===== config.mk =====
export PLATFORM = sky130hd
export DESIGN_NAME = decacc_cpu
export DESIGN_NICKNAME = d
export VERILOG_FILES = /design/src/rtl/decacc_pkg.sv /design/src/rtl/decacc_dpath.sv /design/src/rtl/decacc_ctrl.sv /design/src/rtl/decacc_cpu.sv
export SDC_FILE = /design/constraint.sdc
export NUM_CORES = 1
export LEC_CHECK = 0
export BUFFER_PORTS_ARGS = -buffer_cell sky130_fd_sc_hd__buf_2
export CAP_MARGIN = 20
export CORE_MARGIN = 4
export CORE_UTILIZATION = 55
export CTS_CLUSTER_DIAMETER = 50
export DETAILED_ROUTE_END_ITERATION = 7
export PLACE_DENSITY = 0.71
export SLEW_MARGIN = 20
export SYNTH_ARGS = -nofsm -noshare
export SYNTH_HDL_FRONTEND = slang
export SYNTH_SLANG_ARGS = --single-unit

===== constraint.sdc =====
create_clock -name clk -period 14.45 [get_ports clk]
set_input_delay 0.7225 -clock clk [delete_from_list [all_inputs] [get_ports clk]]
set_output_delay 0.7225 -clock clk [all_outputs]
set_load 0.01 [all_outputs]

===== src/rtl/decacc_pkg.sv =====
package decacc_pkg;

  typedef enum logic [3:0] {
    OP_HALT, OP_ADD, OP_SUB, OP_STO, OP_NOP, OP_LDA,
    OP_JMP, OP_BRZ, OP_BRP, OP_INP, OP_OUT, OP_BAD
  } op_e;

  typedef enum logic [2:0] {
    S_IDLE, S_FETCH, S_DECODE, S_EXEC, S_HALT, S_ERR
  } state_e;

  typedef enum logic [1:0] {
    ERR_NONE  = 2'b00,
    ERR_DATA  = 2'b01,
    ERR_PC    = 2'b10,
    ERR_UNDEF = 2'b11
  } err_e;

  typedef enum logic [1:0] {
    ACC_MEM, ACC_ADD, ACC_SUB, ACC_IN
  } acc_sel_e;

  // strobes from the sequencer to the datapath
  typedef struct packed {
    logic     clrRun;
    logic     irLoad;
    logic     opRead;
    logic     accWe;
    acc_sel_e accSel;
    logic     memWrite;
    logic     loadOk;
    logic     pcInc;
    logic     pcJump;
    logic     cntInc;
  } strobe_t;

endpackage


===== src/rtl/decacc_dpath.sv =====
module decacc_dpath
  import decacc_pkg::*;
#(
  parameter int WORD_W = 11,
  parameter int IN_W   = 12,
  parameter int DEPTH  = 100,
  parameter int CNT_W  = 16,
  parameter int LIMIT  = 999,
  localparam int ADDR_W = $clog2(DEPTH)
) (
  input  logic                     clk,
  input  logic                     rstN,
  input  strobe_t                  strb,
  input  logic                     loadEn,
  input  logic [ADDR_W-1:0]        loadAddr,
  input  logic signed [WORD_W-1:0] loadData,
  input  logic signed [IN_W-1:0]   inData,
  output op_e                      decOp,
  output op_e                      irOp,
  output logic                     accZero,
  output logic                     accNeg,
  output logic                     accNextBad,
  output logic                     pcAtEnd,
  output logic signed [WORD_W-1:0] outData,
  output logic [CNT_W-1:0]         instrCount
);

  localparam int ACC_W = (WORD_W + 1 > IN_W) ? WORD_W + 1 : IN_W;

  logic signed [WORD_W-1:0] mem [DEPTH];
  logic signed [WORD_W-1:0] memRdata;
  logic signed [WORD_W-1:0] acc;
  logic [ADDR_W-1:0]        pc;
  logic [ADDR_W-1:0]        rdAddr;
  logic [ADDR_W-1:0]        decArg;
  logic [ADDR_W-1:0]        irArg;
  logic                     memWe;
  logic [ADDR_W-1:0]        memWAddr;
  logic signed [WORD_W-1:0] memWData;
  logic signed [ACC_W-1:0]  memX;
  logic signed [ACC_W-1:0]  accX;
  logic signed [ACC_W-1:0]  inX;
  logic signed [ACC_W-1:0]  accNext;

  // decimal split of the word just read
  always_comb begin
    int w;
    int hund;
    int rest;
    decOp  = OP_BAD;
    decArg = '0;
    w      = int'($unsigned(memRdata));
    hund   = w / 100;
    rest   = w % 100;
    if (!memRdata[WORD_W-1]) begin
      decArg = ADDR_W'(rest);
      case (hund)
        0:       decOp = OP_HALT;
        1:       decOp = OP_ADD;
        2:       decOp = OP_SUB;
        3:       decOp = OP_STO;
        4:       decOp = OP_NOP;
        5:       decOp = OP_LDA;
        6:       decOp = OP_JMP;
        7:       decOp = OP_BRZ;
        8:       decOp = OP_BRP;
        9:       decOp = (rest == 1) ? OP_INP : (rest == 2) ? OP_OUT : OP_BAD;
        default: decOp = OP_BAD;
      endcase
    end
  end

  assign rdAddr   = strb.opRead ? decArg : pc;
  assign memWe    = strb.memWrite | (strb.loadOk & loadEn & (int'(loadAddr) < DEPTH));
  assign memWAddr = strb.memWrite ? irArg : loadAddr;
  assign memWData = strb.memWrite ? acc : loadData;

  always_ff @(posedge clk) begin
    if (memWe) mem[memWAddr] <= memWData;
    memRdata <= mem[rdAddr];
  end

  assign memX = ACC_W'(memRdata);
  assign accX = ACC_W'(acc);
  assign inX  = ACC_W'(inData);

  always_comb begin
    case (strb.accSel)
      ACC_ADD: accNext = accX + memX;
      ACC_SUB: accNext = accX - memX;
      ACC_IN:  accNext = inX;
      default: accNext = memX;
    endcase
  end

  assign accNextBad = (accNext > LIMIT) || (accNext < -LIMIT);
  assign accZero    = (acc == '0);
  assign accNeg     = acc[WORD_W-1];
  assign pcAtEnd    = (pc == ADDR_W'(DEPTH - 1));
  assign outData    = acc;

  always_ff @(posedge clk) begin
    if (!rstN) begin
      acc        <= '0;
      pc         <= '0;
      irOp       <= OP_HALT;
      irArg      <= '0;
      instrCount <= '0;
    end else begin
      if (strb.clrRun) begin
        acc        <= '0;
        pc         <= '0;
        instrCount <= '0;
      end else begin
        if (strb.accWe)  acc        <= accNext[WORD_W-1:0];
        if (strb.pcJump) pc         <= irArg;
        else if (strb.pcInc) pc     <= pc + 1'b1;
        if (strb.cntInc) instrCount <= instrCount + 1'b1;
      end
      if (strb.irLoad) begin
        irOp  <= decOp;
        irArg <= decArg;
      end
    end
  end

endmodule


===== src/rtl/decacc_ctrl.sv =====
module decacc_ctrl
  import decacc_pkg::*;
(
  input  logic    clk,
  input  logic    rstN,
  input  logic    start,
  input  logic    haltReq,
  input  logic    inValid,
  input  logic    outReady,
  input  op_e     decOp,
  input  op_e     irOp,
  input  logic    accZero,
  input  logic    accNeg,
  input  logic    accNextBad,
  input  logic    pcAtEnd,
  output strobe_t strb,
  output logic    inReady,
  output logic    outValid,
  output logic    running,
  output logic    halted,
  output err_e    errCode
);

  state_e stateQ, stateNxt;
  err_e   errQ, errNxt;

  always_comb begin
    logic advance;
    logic jump;
    logic fault;
    err_e faultCode;
    strb      = '0;
    stateNxt  = stateQ;
    errNxt    = errQ;
    inReady   = 1'b0;
    outValid  = 1'b0;
    advance   = 1'b0;
    jump      = 1'b0;
    fault     = 1'b0;
    faultCode = ERR_NONE;

    strb.loadOk = !(stateQ inside {S_FETCH, S_DECODE, S_EXEC});
    case (irOp)
      OP_ADD:  strb.accSel = ACC_ADD;
      OP_SUB:  strb.accSel = ACC_SUB;
      OP_INP:  strb.accSel = ACC_IN;
      default: strb.accSel = ACC_MEM;
    endcase

    case (stateQ)
      S_FETCH: stateNxt = haltReq ? S_HALT : S_DECODE;
      S_DECODE: begin
        strb.opRead = 1'b1;
        if (decOp == OP_BAD) begin
          fault     = 1'b1;
          faultCode = ERR_UNDEF;
        end else begin
          strb.irLoad = 1'b1;
          stateNxt    = S_EXEC;
        end
      end
      S_EXEC: begin
        case (irOp)
          OP_ADD, OP_SUB, OP_LDA: begin
            if (accNextBad) begin
              fault     = 1'b1;
              faultCode = ERR_DATA;
            end else begin
              strb.accWe = 1'b1;
              advance    = 1'b1;
            end
          end
          OP_STO: begin
            strb.memWrite = 1'b1;
            advance       = 1'b1;
          end
          OP_NOP: advance = 1'b1;
          OP_JMP: jump = 1'b1;
          OP_BRZ: if (accZero) jump = 1'b1; else advance = 1'b1;
          OP_BRP: if (!accNeg) jump = 1'b1; else advance = 1'b1;
          OP_INP: begin
            inReady = 1'b1;
            if (inValid) begin
              if (accNextBad) begin
                fault     = 1'b1;
                faultCode = ERR_DATA;
              end else begin
                strb.accWe = 1'b1;
                advance    = 1'b1;
              end
            end
          end
          OP_OUT: begin
            outValid = 1'b1;
            if (outReady) advance = 1'b1;
          end
          OP_HALT: begin
            strb.cntInc = 1'b1;
            stateNxt    = S_HALT;
          end
          default: begin
            fault     = 1'b1;
            faultCode = ERR_UNDEF;
          end
        endcase
        if (jump) begin
          strb.pcJump = 1'b1;
          strb.cntInc = 1'b1;
          stateNxt    = S_FETCH;
        end
        if (advance) begin
          if (pcAtEnd) begin
            fault     = 1'b1;
            faultCode = ERR_PC;
          end else begin
            strb.pcInc  = 1'b1;
            strb.cntInc = 1'b1;
            stateNxt    = S_FETCH;
          end
        end
      end
      default: begin
        if (start) begin
          strb.clrRun = 1'b1;
          errNxt      = ERR_NONE;
          stateNxt    = S_FETCH;
        end
      end
    endcase

    if (fault) begin
      errNxt   = faultCode;
      stateNxt = S_ERR;
    end
  end

  always_ff @(posedge clk) begin
    if (!rstN) begin
      stateQ <= S_IDLE;
      errQ   <= ERR_NONE;
    end else begin
      stateQ <= stateNxt;
      errQ   <= errNxt;
    end
  end

  assign running = stateQ inside {S_FETCH, S_DECODE, S_EXEC};
  assign halted  = (stateQ == S_HALT);
  assign errCode = errQ;

endmodule


===== src/rtl/decacc_cpu.sv =====
module decacc_cpu
  import decacc_pkg::*;
#(
  parameter int WORD_W = 11,
  parameter int IN_W   = 12,
  parameter int DEPTH  = 100,
  parameter int CNT_W  = 16,
  parameter int LIMIT  = 999,
  localparam int ADDR_W = $clog2(DEPTH)
) (
  input  logic                     clk,
  input  logic                     rstN,
  input  logic                     start,
  input  logic                     haltReq,
  input  logic                     loadEn,
  input  logic [ADDR_W-1:0]        loadAddr,
  input  logic signed [WORD_W-1:0] loadData,
  input  logic                     inValid,
  input  logic signed [IN_W-1:0]   inData,
  output logic                     inReady,
  output logic                     outValid,
  input  logic                     outReady,
  output logic signed [WORD_W-1:0] outData,
  output logic                     running,
  output logic                     halted,
  output logic [1:0]               errCode,
  output logic [CNT_W-1:0]         instrCount
);

  strobe_t strb;
  op_e     decOp;
  op_e     irOp;
  logic    accZero;
  logic    accNeg;
  logic    accNextBad;
  logic    pcAtEnd;
  err_e    errState;

  decacc_ctrl u_ctrl (
    .clk        (clk),
    .rstN       (rstN),
    .start      (start),
    .haltReq    (haltReq),
    .inValid    (inValid),
    .outReady   (outReady),
    .decOp      (decOp),
    .irOp       (irOp),
    .accZero    (accZero),
    .accNeg     (accNeg),
    .accNextBad (accNextBad),
    .pcAtEnd    (pcAtEnd),
    .strb       (strb),
    .inReady    (inReady),
    .outValid   (outValid),
    .running    (running),
    .halted     (halted),
    .errCode    (errState)
  );

  decacc_dpath #(
    .WORD_W (WORD_W),
    .IN_W   (IN_W),
    .DEPTH  (DEPTH),
    .CNT_W  (CNT_W),
    .LIMIT  (LIMIT)
  ) u_dpath (
    .clk        (clk),
    .rstN       (rstN),
    .strb       (strb),
    .loadEn     (loadEn),
    .loadAddr   (loadAddr),
    .loadData   (loadData),
    .inData     (inData),
    .decOp      (decOp),
    .irOp       (irOp),
    .accZero    (accZero),
    .accNeg     (accNeg),
    .accNextBad (accNextBad),
    .pcAtEnd    (pcAtEnd),
    .outData    (outData),
    .instrCount (instrCount)
  );

  assign errCode = errState;

endmodule


==> impl_metrics.tcl <==
set metrics [dict create \
    outcome "finished clean" \
    cp_top_family "simple AND/OR/NAND/NOR gates" \
    required_ns 14.99 \
    ys_top_cells_by_area "edfxtp_1, nand2_1, nand3_1" \
    synthFlopType "edfxtp_1" \
    relSlewSlack_pct 17.66 \
    crit_end "u_dpath.memRdata[6]$_DFF_P_" \
    ir_drop_mv 0.1351 \
    cts_root_buf "clkbuf_16" \
    syn_to_final_growth_pct 10.72 \
    fp.dieW_um 308.5 \
    yosysTopAreaCell "edfxtp_1" \
    ys_seq_elements 1161 \
    vias 33490 \
    antenna_cells 0 \
    die_y_um 308.5 \
    async_reset_ff_share_pct 0 \
    start_util_pct 55.84 \
    dieArea_um2 95150 \
    critPathArrivalTime_ns 8.47 \
    post_cts_resized 0 \
    route.detailed.drc 0 \
    drtAntennaViolNets 0 \
    worstHoldPathType "in -> reg" \
    rsz0062_at_grt "no" \
    reg2reg_from "u_dpath.memRdata[7]$_DFF_P_" \
    post-route-period-util_pct 54.87 \
    fin_ws_ns 6.521 \
    maxCapViolCount 0 \
    final_layout_size_suffix_gt1_share_pct 10.22 \
    vias_per_cell 6.351 \
    ys_seq_area_share_pct 68.98 \
    clock_latency_ns 0.70 \
    grt_first_pass_wirelength_um 199100 \
    hpwl_um 77920 \
    max_stage_delay_ns 0.79 \
    ys_warn_count 0 \
    grt_max_degree 165 \
    gr-total-overflow 0 \
    ioPinCount 70 \
    gp_congestion 0.8638 \
    layout_commonest_cell "nand2_1" \
    slew_violations 0 \
    yosysTopAreaCellShare_pct 66.52 \
    ys_types 96 \
    setup.worst_path.start "u_dpath.memRdata[7]$_DFF_P_" \
    cts_tree "done" \
    p_leak_nw 18.77 \
    worst_path_max_delay_cell "buf_4" \
    critPathKind "reg -> reg" \
    fmax_mhz 126.1 \
    first_pass_iters 6 \
    cts_setup_buffers 0 \
    nets 4062 \
    first_global_vias 30910 \
    port_buffers 69 \
    cts_buffers 119 \
    syn_area_per_cell_um2 12.25 \
    hold_viol_final 0 \
    power_density_nw_per_um2 158.2 \
    core_area_um2 88920 \
    synth_area_um2 49660 \
    drtIter0Drc 4812 \
    crit_buf_inv 2 \
    cp_cell_sequence "or3_4, and2_1, ha_1, nand3b_1, o22ai_2, nor2_1, o22ai_2, a211oi_1, a211oi_2, nand2_1, mux2i_1, a311o_1, and3_4, buf_4, buf_4, a311oi_1, a311o_1, nand3_1, a311oi_1, or4_1" \
    row_count 109 \
    post_drt_wl_per_cell_um 25.40 \
    worst_setup_path_start_kind "register" \
    antenna_found_initial 5 \
    synth_nets 4111 \
    grt.total_usage_pct 27.74 \
    wl_um 133900 \
    fin_crit_ns 7.929 \
    holdBufCountCts 0 \
    clock_skew_ns 0.02322 \
    h-tree-depth 3 \
    path_depth 20 \
    finalSetupTns_ns 0 \
    worst_pin_slew_ns 1.232 \
    cts.sink_count 1161 \
    r2r-end "u_dpath.memRdata[6]$_DFF_P_" \
    r2r_slack_ns 6.52 \
    cp-end-kind "register" \
    layout_common_cells "nand2_1, edfxtp_1, nand3_1" \
    pre_cts_ws_ns 6.767 \
    setup_viol 0 \
    cp_max_fo 82 \
    synth_edf_count 1100 \
    syn-instance-count 4053 \
    clk_pin_slew_ns 0.07 \
    cts_max_path_buffers 3 \
    r2r_cells 20 \
]
routing by layer:
metal | vias to the layer above | share of wire [%] | track usage (%)
met5 | - | 0 | 0
met4 | 0 | 4.0 | 10.70
met3 | 234 | 10 | 5.075
met2 | 1808 | 45 | 41.12
met1 | 16480 | 41 | 41.21
li1 | 14970 | - | -
cell usage after synthesis (37+ instances only):
cell / n
nand2_1: 1133
edfxtp_1: 1100
nand3_1: 251
clkbuf_1: 206
nor2_1: 184
and3_1: 157
a311oi_1: 123
a31oi_1: 92
a21oi_1: 71
dfxtp_1: 61
a211oi_1: 56
inv_1: 49
mux2i_1: 45
buf_1: 37
o21ai_0: 37
power breakdown:
part,switching (mW),internal (mW)
clock network,1.32,1.82
logic,1.18,0.567
registers,0.101,3.71
logic make-up after synthesis:
logic type,Yosys count,synth area share (%)
AND/OR/NAND/NOR,1873,16.42
multiplexers,72,2.018
XOR/XNOR,16,0.2974
adder cells (fa/ha/maj),22,0.5644
buffers and inverters,332,2.724
AO/OA/AOI/OAI,577,8.998
flip-flops,1161,68.98
how the worst min path moves through the flow:
stage / from / to / slack (ns) / depth (start not counted)
finish: rstN / u_ctrl.stateQ[2]$_SDFFE_PN0P_ / 0.32 / 2
global route: rstN / u_ctrl.stateQ[0]$_SDFFE_PN0P_ / 0.31 / 2
CTS: rstN / u_ctrl.stateQ[2]$_SDFFE_PN0P_ / 0.27 / 2
detailed placement: u_dpath.instrCount[8]$_SDFFE_PP0P_ / u_dpath.instrCount[8]$_SDFFE_PP0P_ / 0.47 / 2
global placement: u_dpath.instrCount[15]$_SDFFE_PP0P_ / u_dpath.instrCount[15]$_SDFFE_PP0P_ / 0.46 / 2
floorplan: u_dpath.pc[2]$_SDFFE_PP0P_ / u_dpath.pc[2]$_SDFFE_PP0P_ / 0.48 / 2
cell type report:
| cell class | count | area (um2) |
|---|---|---|
| clock buffers | 143 | 3129 |
| clock inverters | 82 | 908.4 |
| fillers | 6657 | 33940 |
| inverters | 50 | 187.7 |
| multi-input cells | 2560 | 14290 |
| flip-flops and latches | 1161 | 34250 |
| well taps | 1165 | 1458 |
| repair buffers | 112 | 755.7 |
flip-flops by register name, indices dropped and copies added (netlist names):
register            flops
u_ctrl.errCode          2
u_dpath.irArg           7
u_dpath.pc              7
u_dpath.mem          1100
u_dpath.outData        11
u_ctrl.stateQ           3
u_dpath.instrCount     16
u_dpath.memRdata       11
u_dpath.irOp            4
worst reg2reg max path: cells and delay by family (launching register included):
| family | cells | cell delay (ns) |
|---|---|---|
| AND/OR/NAND/NOR | 8 | 2.60 |
| AO/OA/AOI/OAI | 8 | 2.53 |
| buffers and inverters | 2 | 1.46 |
| multiplexers | 1 | 0.52 |
| flip-flops | 1 | 0.45 |
| adder cells (fa/ha/maj) | 1 | 0.21 |
per-stage QoR:
stage          total power, mW  hold WS, ns  area, um2  utilization [%]  std cells
2_1_floorplan            5.110       0.4768      49660                -       4053
3_3_place_gp             5.579       0.4620      50840            57.17       5047
3_5_place_dp             5.582       0.4724      50850            57.19       5047
4_1_cts                  8.688       0.2748      54890            61.73       5272
5_1_grt                  9.020       0.3111      54980            61.83       5273
6_report                 8.699       0.3236      54980            61.83       5273
(Power assumes the default switching activity.)
